$ cat src/rtl/rf_pkg.sv
package rf_pkg;
   function automatic int unsigned lanes_of(input int unsigned word_w,
                                             input int unsigned lane_w);
      return word_w / lane_w;
   endfunction

   function automatic int unsigned idx_bits(input int unsigned depth);
      return (depth < 2) ? 1 : $clog2(depth);
   endfunction
endpackage

$ cat src/rtl/rf_lane_bank.sv
module rf_lane_bank #(
   parameter int unsigned DEPTH  = 32,
   parameter int unsigned LANE_W = 8,
   localparam int unsigned IDX_W = rf_pkg::idx_bits(DEPTH)
) (
   input  logic              clk,
   input  logic              rst_n,
   input  logic              we,
   input  logic [IDX_W-1:0]  waddr,
   input  logic [LANE_W-1:0] wdata,
   input  logic [IDX_W-1:0]  raddr_a,
   input  logic [IDX_W-1:0]  raddr_b,
   output logic [LANE_W-1:0] rlane_a,
   output logic [LANE_W-1:0] rlane_b
);
   logic [LANE_W-1:0] mem [DEPTH];

   always_ff @(posedge clk or negedge rst_n) begin
      if (!rst_n) begin
         for (int i = 0; i < DEPTH; i++) mem[i] <= '0;
      end else if (we) begin
         mem[waddr] <= wdata;
      end
   end

   assign rlane_a = mem[raddr_a];
   assign rlane_b = mem[raddr_b];


   lane_write_chk: assert property (@(posedge clk) disable iff (!rst_n)
      we |=> mem[$past(waddr)] == $past(wdata));


   lane_hold_chk: assert property (@(posedge clk) disable iff (!rst_n)
      !we |=> mem[$past(raddr_a)] == $past(mem[raddr_a]));
endmodule

$ cat src/rtl/rf_rd_stage.sv
module rf_rd_stage #(
   parameter int unsigned W = 32
) (
   input  logic         clk,
   input  logic         rst_n,
   input  logic [W-1:0] d,
   output logic [W-1:0] q
);
   always_ff @(posedge clk or negedge rst_n) begin
      if (!rst_n) q <= '0;
      else        q <= d;
   end
endmodule

$ cat src/rtl/bytemask_regfile.sv
module bytemask_regfile #(
   parameter int unsigned NUM_REGS = 32,
   parameter int unsigned DATA_W   = 32,
   parameter int unsigned LANE_W   = 8,
   localparam int unsigned LANES   = rf_pkg::lanes_of(DATA_W, LANE_W),
   localparam int unsigned ADDR_W  = rf_pkg::idx_bits(NUM_REGS)
) (
   input  logic              clk,
   input  logic              rst_n,
   input  logic [ADDR_W-1:0] pa_addr,
   input  logic [DATA_W-1:0] pa_wdata,
   input  logic [LANES-1:0]  pa_lane_we,
   output logic [DATA_W-1:0] pa_rdata,
   input  logic [ADDR_W-1:0] pb_addr,
   output logic [DATA_W-1:0] pb_rdata
);
   generate
      if (DATA_W % LANE_W != 0) begin : g_bad_lane
         $error("DATA_W must be a whole number of lanes");
      end
      if (NUM_REGS < 2) begin : g_bad_depth
         $error("NUM_REGS must be at least 2");
      end
   endgenerate

   logic [DATA_W-1:0] word_a;
   logic [DATA_W-1:0] word_b;

   generate
      for (genvar g = 0; g < LANES; g++) begin : g_lane
         rf_lane_bank #(.DEPTH(NUM_REGS), .LANE_W(LANE_W)) u_bank (
            .clk     (clk),
            .rst_n   (rst_n),
            .we      (pa_lane_we[g]),
            .waddr   (pa_addr),
            .wdata   (pa_wdata[g*LANE_W +: LANE_W]),
            .raddr_a (pa_addr),
            .raddr_b (pb_addr),
            .rlane_a (word_a[g*LANE_W +: LANE_W]),
            .rlane_b (word_b[g*LANE_W +: LANE_W])
         );
      end
   endgenerate

   rf_rd_stage #(.W(DATA_W)) u_rd_a (
      .clk (clk), .rst_n (rst_n), .d (word_a), .q (pa_rdata));
   rf_rd_stage #(.W(DATA_W)) u_rd_b (
      .clk (clk), .rst_n (rst_n), .d (word_b), .q (pb_rdata));


   coll_old_chk: assert property (@(posedge clk) disable iff (!rst_n)
      (pa_lane_we != '0 && pa_addr == pb_addr) |=> pb_rdata == pa_rdata);


   same_addr_chk: assert property (@(posedge clk) disable iff (!rst_n)
      (pa_addr == pb_addr) |=> pa_rdata == pb_rdata);


   always @(negedge clk) begin
      if (rst_n == 1'b0) begin
         reset_zero_chk: assert (pa_rdata == '0 && pb_rdata == '0);
      end
   end
endmodule

$ cat config.mk
export PLATFORM = sky130hd
export DESIGN_NAME = bytemask_regfile
export DESIGN_NICKNAME = d
export VERILOG_FILES = /design/src/rtl/rf_pkg.sv /design/src/rtl/rf_lane_bank.sv /design/src/rtl/rf_rd_stage.sv /design/src/rtl/bytemask_regfile.sv
export SDC_FILE = /design/constraint.sdc
export NUM_CORES = 2
export LEC_CHECK = 0
export ABC_AREA = 1
export BUFFER_PORTS_ARGS = -buffer_cell sky130_fd_sc_hd__buf_2
export CORE_MARGIN = 1
export CORE_UTILIZATION = 55
export DETAILED_ROUTE_END_ITERATION = 10
export PLACE_DENSITY_LB_ADDON = 0.12
export SYNTH_ARGS = -nofsm -noshare
export SYNTH_HDL_FRONTEND = slang
export SYNTH_SLANG_ARGS = --single-unit
$ cat constraint.sdc
create_clock -name clk -period 1.3 [get_ports clk]
set_clock_uncertainty 0.1 [all_clocks]
set_input_delay 0.195 -clock clk [delete_from_list [all_inputs] [get_ports clk]]
set_output_delay 0.195 -clock clk [all_outputs]
set_load 0.01 [all_outputs]
==> impl_metrics.toml <==
[run_status]
status = "finished, violations left"
violations = "setup timing"

[place]
gp_congestion = 0.9850
hpwl_mm = 147.3
placed_area_mm2 = 0.06671
portBuffers = 111

[cells_and_area]
fillers = 8061
syn_to_final_growth_pct = 29.03
drive_gt1_share_pct = 19.18
fin_nets = 8545
design_area_mm2 = 0.07323
seqCellArea_mm2 = 0.02724
multi_input_area_mm2 = 0.02845

[pwr]
power_mw = 102.7
power.density_mw_per_mm2 = 1402
total_leakage_power_nw = 34.82
vdd_drop_max_uv = 1235

[drt]
drt-vias-per-instance = 6.212
wl_mm = 226.1
drc = 0
ant_nets = 0
wl_per_cell_um = 22.69
num_vias = 61900
drtIter0Drc = 8905
dr.pass1.iters = 9

[critical_path]
crit_path_end_kind = "output port"
path_buf_inv = 1
path_class = "flop to output port"
slowest_stage = "dfrtp_2"
r2r-end = "u_rd_a.q[3]"
worstPathArrival_ns = 1.37
r2r_slack_ns = -0.05
reg2reg_depth = 7
critical_path.max_stage_delay_ns = 0.49
cp_top_family = "flip-flops"
reg2reg_from = "g_lane[0].u_bank.mem[35]"
worst-path-max-fanout = 1
cp.required_ns = 1.00
cp-start-kind = "flop"
cp_cell_sequence = "buf_6"

[floorplan]
rows = 117
core_mm2 = 0.1020
pin_count = 112
die_w_um = 323.2
initial_utilization_pct = 55.62
fp.dieH_um = 323.2
dieArea_mm2 = 0.1045

[synth]
yosysWarnings = 0
synthXorXnorAreaFrac_pct = 0
ys_types = 16
synthCells = 7978
avgSynthCellArea_um2 = 7.113
synth_area_mm2 = 0.05675
synth_mux_area_share_pct = 0
synth_top_family_by_area = "simple AND/OR/NAND/NOR gates"
synthAdderAreaFrac_pct = 0
ys_seq_area_share_pct = 47.98
ys_ff_latch = 1088
syn-num-nets = 8026
synth_compound_area_share_pct = 9.031
synthSimpleGateAreaFrac_pct = 38.22

[clocking]
clock-root-buffer = "clkbuf_16"
cts.path.max_buffers = 3
numCtsBuffers = 117
cts_tree = "built"
cts.sinks = 1088
path_clk_slew_ns = 0.06
clock_latency_ns = 0.72
htree_levels = 3

[sta]
max_slew.worst_pin.slew_ns = 0.5438
min_period_ns = 1.668
rsz0062_at_grt = "yes"
fin_crit_sh_pct = 128.3
setup_ws_ns = -0.3684
max_freq_ghz = 0.5994
final_hold_viol_count = 0
setup_viol = 71
relSlewSlack_pct = 63.75
finalMaxSlewViolations = 0

[grt]
gr-total-overflow = 0
antenna_found_initial = 7
grt_pass1_vias = 57740
grt_pass1_wl_mm = 342.2
grt_usage_pct = 42.71
grt_max_degree = 67

[run]
max_cap_viol_count = 0

[hold_path]
hold_path_class = "input port to asynchronous set/reset pin"
layout by cell type (no fill, tap or decap), drive strengths merged:
| master | instances |
|---|---|
| clkinv | 34 |
| dfrtp | 1088 |
| nand3 | 1282 |
| clkbuf | 176 |
| diode | 1 |
| nand2 | 3528 |
| o21ai | 1024 |
| nand4 | 256 |
| bufinv | 9 |
| nor2 | 101 |
| inv | 48 |
| buf | 1009 |
| dlygate4sd3 | 39 |
| clkinvlp | 2 |
cells in the mapped netlist:
| library cell | number | area share, % |
|---|---|---|
| inv_2 | 6 | 0.040 |
| nand3_1 | 1282 | 11 |
| inv_1 | 45 | 0.30 |
| nor2_4 | 1 | 0.020 |
| nand2_1 | 3526 | 23 |
| nand2_2 | 2 | 0.022 |
| dfrtp_1 | 1088 | 48 |
| nor2_1 | 84 | 0.56 |
| buf_4 | 1 | 0.013 |
| o21ai_1 | 104 | 0.92 |
| clkbuf_1 | 506 | 3.3 |
| o21ai_0 | 920 | 8.1 |
| nor2_2 | 16 | 0.18 |
| buf_1 | 78 | 0.52 |
| nand4_1 | 256 | 2.8 |
| buf_2 | 63 | 0.56 |
area by class of cell:
| cell class | count | area share [%] |
|---|---|---|
| clock buffer | 176 | 4.767 |
| tap | 1368 | 2.338 |
| sequential | 1088 | 37.20 |
| timing repair buffer | 1048 | 15.84 |
| multi-input combinational | 6191 | 38.86 |
| clock inverter | 42 | 0.6476 |
| antenna | 1 | 0.003417 |
| inverter | 51 | 0.3469 |
routing by layer:
layer	vias up	part of all wire (%)	GRT usage (%)
li1	27420	-	-
met1	29160	38	57.68
met2	4407	43	63.61
met3	910	13	10.14
met4	10	6.0	23.13
met5	-	0.030	0
power breakdown:
part	switching, mW	leakage (nW)	internal (mW)
Combinational	12.7	18.7	9.85
Sequential	5.30	14.1	40.2
Clock	14.4	1.97	20.2
Total	32.4	34.8	70.3
kinds of logic (layout without fill, tap and decap cells):
group / count (synthesis) / in the layout
flops: 1088 / 1088
compound gates: 1024 / 1024
simple gates: 5167 / 5167
other cells: 0 / 1
buf+inv: 699 / 1317
registers in the layout, indices dropped and copies added (netlist names):
| register | cells |
|---|---|
| g_lane.u_bank.mem | 1024 |
| u_rd_a.q | 32 |
| u_rd_b.q | 32 |
how the worst max path moves through the flow:
| stage | end | slack [ns] | depth (start not counted) | startpoint |
|---|---|---|---|---|
| 2_1_floorplan | g_lane[0].u_bank.mem[78] | -0.11 | 9 | pa_addr[1] |
| 3_3_place_gp | u_rd_a.q[12] | -0.66 | 11 | pa_addr[1] |
| 3_5_place_dp | g_lane[2].u_bank.mem[194] | -0.67 | 8 | pa_addr[3] |
| 4_1_cts | pa_rdata[11] | -0.39 | 1 | u_rd_a.q[11] |
| 5_1_grt | pb_rdata[31] | -0.39 | 1 | u_rd_b.q[31] |
| 6_report | pb_rdata[23] | -0.37 | 1 | u_rd_b.q[23] |
what timing repair did:
| item | 4_1_cts | 5_1_grt |
|---|---|---|
| pin swaps | 17 | 234 |
| hold endpoints to repair | 2114 | 0 |
| setup buffers | 9 | 74 |
| hold buffers | 39 | 0 |
| resized for setup | 114 | 334 |
| setup endpoints to repair | 92 | 144 |
metrics by stage:
stage / setup TNS [ns] / hold slack, ns / util [%] / cells / setup WS, ns
after detailed placement: -480.62 / 0.1498 / 65.38 / 9639 / -0.6749
after floorplan: -43.55 / -0.2006 / - / 7978 / -0.1065
after CTS: -18.16 / 0.001910 / 70.11 / 9905 / -0.3928
after global routing: -19.00 / 0.04238 / 71.76 / 9964 / -0.3889
final: -16.80 / 0.01943 / 71.77 / 9965 / -0.3684
after global placement: -437.51 / 0.1535 / 65.38 / 9639 / -0.6633
No activity file was read; power rests on OpenSTA's default activity.
